`config.mk`:
```
export PLATFORM = sky130hd
export DESIGN_NAME = rename_alias_table
export DESIGN_NICKNAME = d
export VERILOG_FILES = /design/src/rtl/rat_pkg.sv /design/src/rtl/rat_map_table.sv /design/src/rtl/rat_src_lookup.sv /design/src/rtl/rename_alias_table.sv
export SDC_FILE = /design/constraint.sdc
export NUM_CORES = 2
export LEC_CHECK = 0
export BUFFER_PORTS_ARGS = -buffer_cell sky130_fd_sc_hd__buf_2
export CORE_MARGIN = 2
export CORE_UTILIZATION = 50
export DETAILED_ROUTE_END_ITERATION = 8
export PLACE_DENSITY = 0.65
export SKIP_CTS_REPAIR_TIMING = 1
export SYNTH_ARGS = -nofsm -noshare
export SYNTH_HDL_FRONTEND = slang
export SYNTH_SLANG_ARGS = --single-unit
```
`constraint.sdc`:
```
create_clock -name clk -period 3.85 [get_ports clk]
set_input_delay 0.1925 -clock clk [delete_from_list [all_inputs] [get_ports clk]]
set_output_delay 0.1925 -clock clk [all_outputs]
set_load 0.005 [all_outputs]
```
`src/rtl/rat_pkg.sv`:
```
package rat_pkg;

    localparam int unsigned RAT_NUM_REGS = 32;
    localparam int unsigned RAT_LANES    = 4;
    localparam int unsigned RAT_CLASS_W  = 2;
    localparam int unsigned RAT_SLOT_W   = 2;
    localparam int unsigned RAT_TAG_W    = RAT_CLASS_W + RAT_SLOT_W;
    localparam int unsigned RAT_NUM_CMP  = 2;

    typedef enum logic [RAT_CLASS_W-1:0] {
        UNIT_LDST = 2'd0,
        UNIT_ADD  = 2'd1,
        UNIT_MUL  = 2'd2,
        UNIT_BR   = 2'd3
    } unit_class_e;

    function automatic logic [RAT_TAG_W-1:0] make_tag(unit_class_e cls, logic [RAT_SLOT_W-1:0] slot);
        return {cls, slot};
    endfunction

endpackage

```
`src/rtl/rat_map_table.sv`:
```
module rat_map_table
    import rat_pkg::*;
#(
    parameter int unsigned NUM_REGS = RAT_NUM_REGS,
    parameter int unsigned LANES    = RAT_LANES,
    parameter int unsigned TAG_W    = RAT_TAG_W,
    parameter int unsigned NUM_CMP  = RAT_NUM_CMP,
    localparam int unsigned AW      = $clog2(NUM_REGS)
) (
    input  logic                      clk,
    input  logic                      rst_n,
    input  logic                      flush_i,
    input  logic [LANES-1:0]          wr_valid_i,
    input  logic [LANES*AW-1:0]       wr_dst_i,
    input  logic [LANES*TAG_W-1:0]    wr_tag_i,
    input  logic [NUM_CMP-1:0]        cmp_valid_i,
    input  logic [NUM_CMP*TAG_W-1:0]  cmp_tag_i,
    output logic [NUM_REGS-1:0]       busy_o,
    output logic [NUM_REGS*TAG_W-1:0] tag_o
);

    typedef struct packed {
        logic [NUM_REGS-1:0]       busy;
        logic [NUM_REGS*TAG_W-1:0] tag;
    } map_t;

    map_t                st_d, st_q;
    logic [NUM_REGS-1:0] wr_hit;
    logic [NUM_REGS-1:0] cmp_hit;

    // Next-state: completion clear first, then lane writes oldest to youngest
    // so the youngest writer is left standing; flush overrides everything.
    always_comb begin
        st_d    = st_q;
        wr_hit  = '0;
        cmp_hit = '0;
        for (int r = 1; r < NUM_REGS; r++) begin
            for (int k = 0; k < NUM_CMP; k++) begin
                if (st_q.busy[r] && cmp_valid_i[k] &&
                    cmp_tag_i[k*TAG_W +: TAG_W] == st_q.tag[r*TAG_W +: TAG_W]) begin
                    cmp_hit[r] = 1'b1;
                end
            end
            if (cmp_hit[r]) begin
                st_d.busy[r]                = 1'b0;
                st_d.tag[r*TAG_W +: TAG_W]  = '0;
            end
            for (int l = 0; l < LANES; l++) begin
                if (wr_valid_i[l] && wr_dst_i[l*AW +: AW] == AW'(r)) begin
                    wr_hit[r]                  = 1'b1;
                    st_d.busy[r]               = 1'b1;
                    st_d.tag[r*TAG_W +: TAG_W] = wr_tag_i[l*TAG_W +: TAG_W];
                end
            end
        end
        if (flush_i) begin
            st_d = '0;
        end
    end

    always_ff @(posedge clk or negedge rst_n) begin
        if (!rst_n) begin
            st_q <= '0;
        end else begin
            st_q <= st_d;
        end
    end

    assign busy_o = st_q.busy;
    assign tag_o  = st_q.tag;

    assert_flush_all_R10: assert property (@(posedge clk) disable iff (!rst_n)
        flush_i |=> (st_q.busy == '0));

    assert_reg0_idle_R11: assert property (@(posedge clk) disable iff (!rst_n)
        wr_valid_i[0] && wr_dst_i[0 +: AW] == '0 |=> !st_q.busy[0]);

    for (genvar r = 1; r < NUM_REGS; r++) begin : g_entry_chk
        assert_rename_takes_R3: assert property (@(posedge clk) disable iff (!rst_n)
            wr_hit[r] && !flush_i |=> st_q.busy[r]);

        assert_cmp_clears_R7: assert property (@(posedge clk) disable iff (!rst_n)
            cmp_hit[r] && !wr_hit[r] |=> !st_q.busy[r]);

        assert_stale_cmp_keeps_R7: assert property (@(posedge clk) disable iff (!rst_n)
            st_q.busy[r] && !cmp_hit[r] && !wr_hit[r] && !flush_i
            |=> st_q.busy[r] && $stable(st_q.tag[r*TAG_W +: TAG_W]));
    end

endmodule

```
`src/rtl/rat_src_lookup.sv`:
```
module rat_src_lookup
    import rat_pkg::*;
#(
    parameter int unsigned NUM_REGS = RAT_NUM_REGS,
    parameter int unsigned LANES    = RAT_LANES,
    parameter int unsigned TAG_W    = RAT_TAG_W,
    parameter int unsigned NUM_CMP  = RAT_NUM_CMP,
    parameter int unsigned LANE     = 0,
    localparam int unsigned AW      = $clog2(NUM_REGS)
) (
    input  logic                      clk,
    input  logic                      rst_n,
    input  logic [AW-1:0]             src_i,
    input  logic [NUM_REGS-1:0]       map_busy_i,
    input  logic [NUM_REGS*TAG_W-1:0] map_tag_i,
    input  logic [LANES-1:0]          grp_wr_i,
    input  logic [LANES*AW-1:0]       grp_dst_i,
    input  logic [LANES*TAG_W-1:0]    grp_tag_i,
    input  logic [NUM_CMP-1:0]        cmp_valid_i,
    input  logic [NUM_CMP*TAG_W-1:0]  cmp_tag_i,
    output logic                      busy_o,
    output logic [TAG_W-1:0]          tag_o
);

    logic             res_busy;
    logic [TAG_W-1:0] res_tag;

    // Priority, lowest first: table, same-cycle completion, older lanes
    // (oldest to youngest, so the youngest older writer wins).
    always_comb begin
        res_busy = map_busy_i[src_i];
        res_tag  = map_tag_i[src_i*TAG_W +: TAG_W];
        for (int k = 0; k < NUM_CMP; k++) begin
            if (res_busy && cmp_valid_i[k] && cmp_tag_i[k*TAG_W +: TAG_W] == res_tag) begin
                res_busy = 1'b0;
            end
        end
        for (int j = 0; j < LANES; j++) begin
            if (j < LANE && grp_wr_i[j] && grp_dst_i[j*AW +: AW] == src_i) begin
                res_busy = 1'b1;
                res_tag  = grp_tag_i[j*TAG_W +: TAG_W];
            end
        end
        if (src_i == '0) begin
            res_busy = 1'b0;
        end
        if (!res_busy) begin
            res_tag = '0;
        end
    end

    assign busy_o = res_busy;
    assign tag_o  = res_tag;

    assert_zero_src_ready_R11: assert property (@(posedge clk) disable iff (!rst_n)
        src_i == '0 |-> !busy_o);

    assert_ready_tag_zero_R1: assert property (@(posedge clk) disable iff (!rst_n)
        !busy_o |-> tag_o == '0);

    assert_table_busy_seen_R2: assert property (@(posedge clk) disable iff (!rst_n)
        src_i != '0 && map_busy_i[src_i] && cmp_valid_i == '0 |-> busy_o);

endmodule

```
`src/rtl/rename_alias_table.sv`:
```
module rename_alias_table
    import rat_pkg::*;
#(
    parameter int unsigned NUM_REGS = RAT_NUM_REGS,
    parameter int unsigned LANES    = RAT_LANES,
    parameter int unsigned TAG_W    = RAT_TAG_W,
    parameter int unsigned NUM_CMP  = RAT_NUM_CMP,
    localparam int unsigned AW      = $clog2(NUM_REGS)
) (
    input  logic                     clk,
    input  logic                     rst_n,
    input  logic                     flush_i,
    input  logic [LANES-1:0]         ren_valid_i,
    input  logic [LANES-1:0]         ren_dst_we_i,
    input  logic [LANES*AW-1:0]      ren_dst_i,
    input  logic [LANES*TAG_W-1:0]   ren_tag_i,
    input  logic [LANES*AW-1:0]      ren_src_a_i,
    input  logic [LANES*AW-1:0]      ren_src_b_i,
    input  logic [NUM_CMP-1:0]       cmp_valid_i,
    input  logic [NUM_CMP*TAG_W-1:0] cmp_tag_i,
    output logic [LANES-1:0]         src_a_busy_o,
    output logic [LANES*TAG_W-1:0]   src_a_tag_o,
    output logic [LANES-1:0]         src_b_busy_o,
    output logic [LANES*TAG_W-1:0]   src_b_tag_o
);

    logic [LANES-1:0]          lane_wr;
    logic [NUM_REGS-1:0]       map_busy;
    logic [NUM_REGS*TAG_W-1:0] map_tag;

    assign lane_wr = ren_valid_i & ren_dst_we_i;

    rat_map_table #(
        .NUM_REGS (NUM_REGS),
        .LANES    (LANES),
        .TAG_W    (TAG_W),
        .NUM_CMP  (NUM_CMP)
    ) u_table (
        .clk         (clk),
        .rst_n       (rst_n),
        .flush_i     (flush_i),
        .wr_valid_i  (lane_wr),
        .wr_dst_i    (ren_dst_i),
        .wr_tag_i    (ren_tag_i),
        .cmp_valid_i (cmp_valid_i),
        .cmp_tag_i   (cmp_tag_i),
        .busy_o      (map_busy),
        .tag_o       (map_tag)
    );

    for (genvar g = 0; g < LANES; g++) begin : g_lane
        rat_src_lookup #(
            .NUM_REGS (NUM_REGS),
            .LANES    (LANES),
            .TAG_W    (TAG_W),
            .NUM_CMP  (NUM_CMP),
            .LANE     (g)
        ) u_src_a (
            .clk         (clk),
            .rst_n       (rst_n),
            .src_i       (ren_src_a_i[g*AW +: AW]),
            .map_busy_i  (map_busy),
            .map_tag_i   (map_tag),
            .grp_wr_i    (lane_wr),
            .grp_dst_i   (ren_dst_i),
            .grp_tag_i   (ren_tag_i),
            .cmp_valid_i (cmp_valid_i),
            .cmp_tag_i   (cmp_tag_i),
            .busy_o      (src_a_busy_o[g]),
            .tag_o       (src_a_tag_o[g*TAG_W +: TAG_W])
        );

        rat_src_lookup #(
            .NUM_REGS (NUM_REGS),
            .LANES    (LANES),
            .TAG_W    (TAG_W),
            .NUM_CMP  (NUM_CMP),
            .LANE     (g)
        ) u_src_b (
            .clk         (clk),
            .rst_n       (rst_n),
            .src_i       (ren_src_b_i[g*AW +: AW]),
            .map_busy_i  (map_busy),
            .map_tag_i   (map_tag),
            .grp_wr_i    (lane_wr),
            .grp_dst_i   (ren_dst_i),
            .grp_tag_i   (ren_tag_i),
            .cmp_valid_i (cmp_valid_i),
            .cmp_tag_i   (cmp_tag_i),
            .busy_o      (src_b_busy_o[g]),
            .tag_o       (src_b_tag_o[g*TAG_W +: TAG_W])
        );
    end

endmodule

```
## Yosys cells after proc, flatten, opt, wreduce, memory -nomap -nowiden

Cells that the tools add are included.

| storage, ports and cells | value |
|---|---|
| register bits after elaboration | 155 |
| word-level logic and storage cells | 1,069 |
| bits of input ports | 97 |
| output and inout bits | 40 |

| cells by class | value |
|---|---|
| multiplexer cells | 445 |
| equality and inequality tests | 214 |
| bitwise logic cells | 1 |
| shift-type cells | 8 |
| reduce and logical (&&, ||, !) cells | 331 |
| order comparisons | 8 |

Operators by type and width:

| operator | number |
|---|---|
| $shiftx A128 B8 Y4 | 8 |
| $mux W4 | 175 |
| $eq A5 B5 Y1 const B | 64 |
| $eq A4 B4 Y1 | 78 |
| $logic_and A1 B1 Y1 | 292 |
| $mux W1 | 261 |
| $reduce_bool A6 Y1 | 31 |
| $eq A5 B4 Y1 const B | 32 |
| $mux W160 | 1 |
| $eq A5 B3 Y1 const B | 16 |
| $eq A5 B5 Y1 | 12 |
| $lt A5 B6 Y1 const B | 8 |
| $bmux W1 S5 | 8 |
| $eq A5 B2 Y1 const B | 8 |
| $logic_not A5 Y1 | 8 |
| $eq A5 B1 Y1 const B | 4 |
| $and A4 B4 Y4 | 1 |

## Logic depth before layout (Yosys ltp)

| depth | value |
|---|---|
| depth after elaboration | 13 |
| depth in mapped cells | 13 |
| gate-level depth less buffers | 8 |

## Modules after synthesis

Synthesis repeated with hierarchy kept, for this count alone.

| second synthesis, totals | value |
|---|---|
| cell total of the unflattened synthesis | 3,321 |
| area, all modules | 29,173.0 µm² |

By module, submodules not included:

| module | sequential area each (µm²) | instances | cells an instance | area each (µm²) |
|---|---|---|---|---|
| rat_map_table | 3,878.7 | 1 | 1,819 | 14,816.7 |
| rat_src_lookup at g_lane[1].u_src_a ... | 0.0 | 2 | 217 | 1,895.6 |
| rat_src_lookup at g_lane[3].u_src_a ... | 0.0 | 2 | 209 | 1,873.0 |
| rat_src_lookup at g_lane[2].u_src_a ... | 0.0 | 2 | 138 | 1,759.2 |
| rat_src_lookup at g_lane[0].u_src_a ... | 0.0 | 2 | 185 | 1,637.8 |
| rename_alias_table | 0.0 | 1 | 4 | 25.0 |

## Worst setup path after synthesis

Ideal clock, no wire load.

| path | value |
|---|---|
| path kind | input to output |
| from | input ren_src_b_i[6] |
| to | output src_b_busy_o[1] |
| path buffers | 4 |
| path slack | 0.945 ns |
| data required time | 3.658 ns |
| arrival time | 2.712 ns |
| stages on the path | 12 |
| path through | buf_2 > buf_2 > buf_2 > mux2_2 > o22ai_1 > nor4_1 > nor4_1 > xnor2_1 > nand3_1 > or3_1 > a21o_1 > buf_4 |

| on the way | value |
|---|---|
| longest elaborated chain between the ends | 10 |
| elaborated cells on any way between the ends | 16 |
| classes of those cells | eq/ne (3); shift (1); mux (6); reduce/logical (6) |

Ends and longest elaborated chain:

| what | RTL line | text |
|---|---|---|
| from (decl) | rename_alias_table.sv:18 | `input logic [LANES*AW-1:0] ren_src_b_i,` |
| parallel branches: the longest is 9 deep, another holds $shiftx A128 B8 Y4 | -- |  |
| $mux W1 * | rat_src_lookup.sv:44 | `if (src_i == '0) begin` |
| to (decl) | rename_alias_table.sv:23 | `output logic [LANES-1:0] src_b_busy_o,` |

Mark *: on every way between the ends. The select of a mux whose other input is x is not followed.

## Final worst setup path

| path | value |
|---|---|
| from | register u_table.st_q (netlist bit u_table.tag_o[67]) |
| to | output src_b_tag_o[12] |

| on the way | value |
|---|---|
| longest elaborated chain between the ends | 12 |
| elaborated cells on any way between the ends | 13 |
| classes of those cells | eq/ne (2); shift (1); mux (7); reduce/logical (3) |

Ends and longest elaborated chain:

| what | RTL line | text |
|---|---|---|
| from (decl) | rat_map_table.sv:27 | `map_t st_d, st_q;` |
| from (signal assigned) | rat_map_table.sv:65 | `st_q <= st_d;` |
| $shiftx A128 B8 Y4 * | rat_src_lookup.sv:32 | `res_tag = map_tag_i[src_i*TAG_W +: TAG_W];` |
| $eq A4 B4 Y1 | rat_src_lookup.sv:34 | `if (res_busy && cmp_valid_i[k] && cmp_tag_i[k*TAG_W +: TAG_W] == res_tag) begin` |
| $logic_and A1 B1 Y1 | rat_src_lookup.sv:34 |  |
| $mux W1 | rat_src_lookup.sv:34 |  |
| $logic_and A1 B1 Y1 (2 in series) | rat_src_lookup.sv:34 |  |
| $mux W1 * | rat_src_lookup.sv:34 |  |
| $mux W1 * (3 in series) | rat_src_lookup.sv:39 | `if (j < LANE && grp_wr_i[j] && grp_dst_i[j*AW +: AW] == src_i) begin` |
| $mux W1 * | rat_src_lookup.sv:44 |  |
| $mux W4 * | rat_src_lookup.sv:47 | `if (!res_busy) begin` |
| to (decl) | rename_alias_table.sv:24 | `output logic [LANES*TAG_W-1:0] src_b_tag_o` |

Mark *: on every way between the ends. The rest lies on a longest branch, timed or not.

==> flow_results.xml <==
<?xml version="1.0" encoding="UTF-8"?>
<metrics>
  <group name="pwr">
    <metric name="p_total" unit="W">0.00578</metric>
    <metric name="ir_drop" unit="mV">0.354</metric>
    <metric name="power.density" unit="mW/mm^2">196</metric>
    <metric name="static_leakage_power" unit="nW">11.1</metric>
  </group>
  <group name="synth">
    <metric name="most_area_hungry_cell_type_in_the_yosys_netlist" unit="">sky130_fd_sc_hd__mux4_2</metric>
    <metric name="ys_types" unit="">83</metric>
    <metric name="net_count_of_the_mapped_netlist" unit="">3298</metric>
    <metric name="synthCells" unit="">3201</metric>
    <metric name="synth_commonest_cells" unit="">319 x sky130_fd_sc_hd__clkbuf_1, 281 x sky130_fd_sc_hd__nand2_1, 277 x sky130_fd_sc_hd__mux4_2</metric>
    <metric name="synth_sequential_area_ratio" unit="%">14.3</metric>
    <metric name="yosys_warnings" unit="">0</metric>
    <metric name="netlist.area_leader.share" unit="%">23.0</metric>
    <metric name="most_repeated_cell_in_the_gate_level_netlist_after_synthesis" unit="">sky130_fd_sc_hd__clkbuf_1</metric>
    <metric name="ys_seq_elements" unit="">155</metric>
    <metric name="synthTopCellsByArea" unit="">sky130_fd_sc_hd__mux4_2 23%, sky130_fd_sc_hd__dfrtp_1 14%, sky130_fd_sc_hd__mux2i_1 5.0%, sky130_fd_sc_hd__xnor2_1 4.5%, sky130_fd_sc_hd__clkbuf_1 4.4%</metric>
    <metric name="mapped_avg_cell_area" unit="um^2">8.46</metric>
    <metric name="synth-main-ff-cell" unit="">sky130_fd_sc_hd__dfrtp_1</metric>
    <metric name="synth_enable_flop_cells" unit="">0</metric>
    <metric name="synth_async_sr_flop_share" unit="%">100</metric>
    <metric name="netlist_area" unit="mm^2">0.0271</metric>
  </group>
  <group name="hold_path">
    <metric name="timing.hold.worst_path_depth" unit="">3</metric>
    <metric name="hold_start" unit="">flush_i</metric>
    <metric name="worstHoldPathType" unit="">in -&gt; reg</metric>
    <metric name="min_delay_worst_endpoint" unit="">u_table.busy_o[6]$_DFFE_PN0P_</metric>
  </group>
  <group name="routing">
    <metric name="ant_nets" unit="">0</metric>
    <metric name="m1WireLength" unit="mm">52.5</metric>
    <metric name="routed_wirelength" unit="mm">159</metric>
    <metric name="drc" unit="">5</metric>
    <metric name="met2_length" unit="mm">60.7</metric>
    <metric name="drt_first_pass_iters" unit="">9</metric>
    <metric name="routed_wl_per_cell" unit="um">41.0</metric>
    <metric name="drt-initial-drc-count" unit="">6660</metric>
    <metric name="met3_wirelength" unit="mm">28.9</metric>
    <metric name="vias_per_cell" unit="">8.24</metric>
    <metric name="top_layer" unit="">met5</metric>
    <metric name="via_count" unit="">31900</metric>
  </group>
  <group name="timing">
    <metric name="max_slew.worst_pin.slew" unit="ns">1.22</metric>
    <metric name="final.setup_skew" unit="ns">0.0137</metric>
    <metric name="max_freq" unit="MHz">255</metric>
    <metric name="setup_violations" unit="">6</metric>
    <metric name="finalWorstSetupSlack" unit="ns">-0.0666</metric>
    <metric name="min_period_over_period" unit="%">102</metric>
    <metric name="timing.max_slew.rel_slack" unit="%">18.8</metric>
    <metric name="finalCriticalPeriod" unit="ns">3.92</metric>
    <metric name="final-hold-violation-count" unit="">0</metric>
    <metric name="timing.hold.ws" unit="ns">0.292</metric>
    <metric name="final-max-slew-violation-count" unit="">0</metric>
    <metric name="setup_repair_after_global_routing_missed_its_margin" unit="">no</metric>
  </group>
  <group name="global_routing">
    <metric name="gr-total-overflow" unit="">0</metric>
    <metric name="wire_length_of_the_first_global_routing_pass" unit="mm">221</metric>
    <metric name="globalRouteTotalUtil" unit="%">55.4</metric>
    <metric name="antenna_found_initial" unit="">13</metric>
    <metric name="via_count_of_the_first_global_routing_pass" unit="">29600</metric>
    <metric name="grt_max_degree" unit="">164</metric>
  </group>
  <group name="layout">
    <metric name="design_area" unit="mm^2">0.0294</metric>
    <metric name="area_growth" unit="%">8.65</metric>
    <metric name="drive_above_1_share" unit="%">25.4</metric>
    <metric name="fillers" unit="">4977</metric>
    <metric name="fin_nets" unit="">3245</metric>
    <metric name="multi_input_area" unit="mm^2">0.0212</metric>
    <metric name="sequential_cell_area" unit="mm^2">0.00392</metric>
  </group>
  <group name="worst_setup_path">
    <metric name="timing.critical_path.to_type" unit="">output port</metric>
    <metric name="timing.reg2reg.setup_slack" unit="ns">1.27</metric>
    <metric name="critical_path.reg2reg.startpoint" unit="">u_table.tag_o[88]$_DFFE_PN0P_</metric>
    <metric name="critPathMaxFanout" unit="">8</metric>
    <metric name="cp_data_required_time" unit="ns">3.66</metric>
    <metric name="worstPathArrival" unit="ns">3.72</metric>
    <metric name="crit_path_max_incr_delay" unit="ns">0.70</metric>
    <metric name="critPathKind" unit="">reg -&gt; out</metric>
    <metric name="cp_common_cell" unit="">sky130_fd_sc_hd__and4_1</metric>
    <metric name="critical-path-slowest-cell" unit="">sky130_fd_sc_hd__dfrtp_1</metric>
    <metric name="critical_path.cell_chain" unit="">buf_4 &gt; mux2i_1 &gt; a22oi_1 &gt; a311o_1 &gt; and4_1 &gt; xnor2_1 &gt; and4_1 &gt; a221o_2 &gt; nor4_1 &gt; buf_2</metric>
    <metric name="startpoint_type" unit="">flop</metric>
    <metric name="reg2reg_to" unit="">u_table.tag_o[88]$_DFFE_PN0P_</metric>
    <metric name="worst-r2r-cell-count" unit="">7</metric>
    <metric name="critical_path.startpoint" unit="">u_table.tag_o[67]$_DFFE_PN0P_</metric>
  </group>
  <group name="place">
    <metric name="gp_routability_congestion" unit="">1.17</metric>
    <metric name="detailed_place_hpwl" unit="mm">113</metric>
    <metric name="numPortBuffers" unit="">136</metric>
    <metric name="dpl_cell_area" unit="mm^2">0.0287</metric>
  </group>
  <group name="die">
    <metric name="floorplan.core_area" unit="mm^2">0.0537</metric>
    <metric name="floorplan.rows" unit="">85</metric>
    <metric name="num_io_pins" unit="">137</metric>
    <metric name="die_width" unit="um">237</metric>
    <metric name="die_h" unit="um">237</metric>
    <metric name="die_area" unit="mm^2">0.0561</metric>
    <metric name="initial_util" unit="%">50.4</metric>
  </group>
  <group name="cts">
    <metric name="clock_tree.buffer_depth" unit="">2</metric>
    <metric name="clk_pin_slew_worst_paths" unit="ns">0.08</metric>
    <metric name="ctsRootBufferMaster" unit="">sky130_fd_sc_hd__clkbuf_16</metric>
    <metric name="cts_tree" unit="">built</metric>
    <metric name="tritoncts_sinks" unit="">155</metric>
    <metric name="cts_max_level" unit="">4</metric>
    <metric name="cts_inserted_buffers" unit="">17</metric>
    <metric name="clk_latency" unit="ns">0.46</metric>
  </group>
  <group name="outcome">
    <metric name="run_status" unit="">complete, but fails checks</metric>
    <metric name="failed_checks" unit="">DRC, setup timing</metric>
  </group>
  <group name="run">
    <metric name="max_capacitance_violation_total" unit="">0</metric>
  </group>
</metrics>
critical path, delay by kind of cell (launching register included):
family | cells | cell delay, ns
AOI/OAI and AO/OA | 3 | 0.91
xor gates and xnor gates | 1 | 0.09
buffers and inverters | 2 | 0.51
DFF | 1 | 0.70
muxes | 1 | 0.12
and+or+nand+nor | 3 | 0.91
stage by stage:
step / setup slack, ns / cells / setup TNS (ns) / utilization [%]
finish: -0.0666 / 3869 / -0.196 / 54.8
floorplan: 0.945 / 3201 / 0 / -
detailed placement: 0.321 / 3823 / 0 / 53.4
global placement: 0.436 / 3823 / 0 / 53.4
global route: 0.000637 / 3860 / 0 / 54.8
CTS: -0.0197 / 3855 / -0.143 / 54.5
placed cells by master (no fill, tap or decap), types with 116 or more instances in the layout:
cell	netlist	final
sky130_fd_sc_hd__nand2_1	281	281
sky130_fd_sc_hd__mux4_2	277	277
sky130_fd_sc_hd__nor2_1	213	213
sky130_fd_sc_hd__buf_4	22	209
sky130_fd_sc_hd__o21ai_0	183	183
sky130_fd_sc_hd__a21oi_1	148	148
sky130_fd_sc_hd__xnor2_1	140	140
sky130_fd_sc_hd__buf_2	53	134
sky130_fd_sc_hd__mux2i_1	135	133
sky130_fd_sc_hd__xor2_1	133	133
sky130_fd_sc_hd__a221oi_1	127	126
sky130_fd_sc_hd__dfrtp_1	155	124
sky130_fd_sc_hd__nor3_1	116	116
state kept, by name, summed over array words and instances, names as in the netlist:
| register | flops |
|---|---|
| u_table.tag_o | 124 |
| u_table.busy_o | 31 |
power breakdown:
part           switching (W)  internal, W
sequential          0.000158      0.00166
combinational        0.00144     0.000733
clock               0.000812     0.000981
total                0.00241      0.00337
cell type report:
| type | instances | area share (%) |
|---|---|---|
| repair buffers | 357 | 8.50 |
| clock buffers | 17 | 1.45 |
| well taps | 696 | 2.96 |
| flip-flops and latches | 155 | 13.3 |
| multi-input cells | 2526 | 71.9 |
| clock inverters | 15 | 0.621 |
| inverters | 91 | 1.16 |
| diodes | 12 | 0.102 |
metal layers:
metal  global-route usage, %  up-vias
li1                        -    12200
met1                    66.2    15100
met2                    73.8     3567
met3                    29.6     1033
met4                    43.2       16
met5                    1.39        -
worst max path at each step:
stage	to	slack, ns	cells past startpoint
after floorplan	src_b_busy_o[1]	0.95	12
after global placement	src_a_tag_o[1]	0.44	10
after detailed placement	src_b_tag_o[9]	0.32	10
after CTS	src_b_tag_o[5]	-0.02	11
after global routing	src_a_tag_o[7]	0.0006	13
final	src_b_tag_o[12]	-0.07	10
logic make-up (layout without fill, tap and decap cells):
group / Yosys count / in the layout / synth area share, %
AO/OA/AOI/OAI: 822 / 822 / 20.8
buffers and inverters: 520 / 480 / 7.87
multiplexers: 476 / 476 / 31.0
flip-flops: 155 / 155 / 14.3
AND/OR/NAND/NOR: 955 / 955 / 17.1
other: 0 / 12 / 0
XOR/XNOR: 273 / 273 / 8.83
Power figures use the tool's default switching activity.
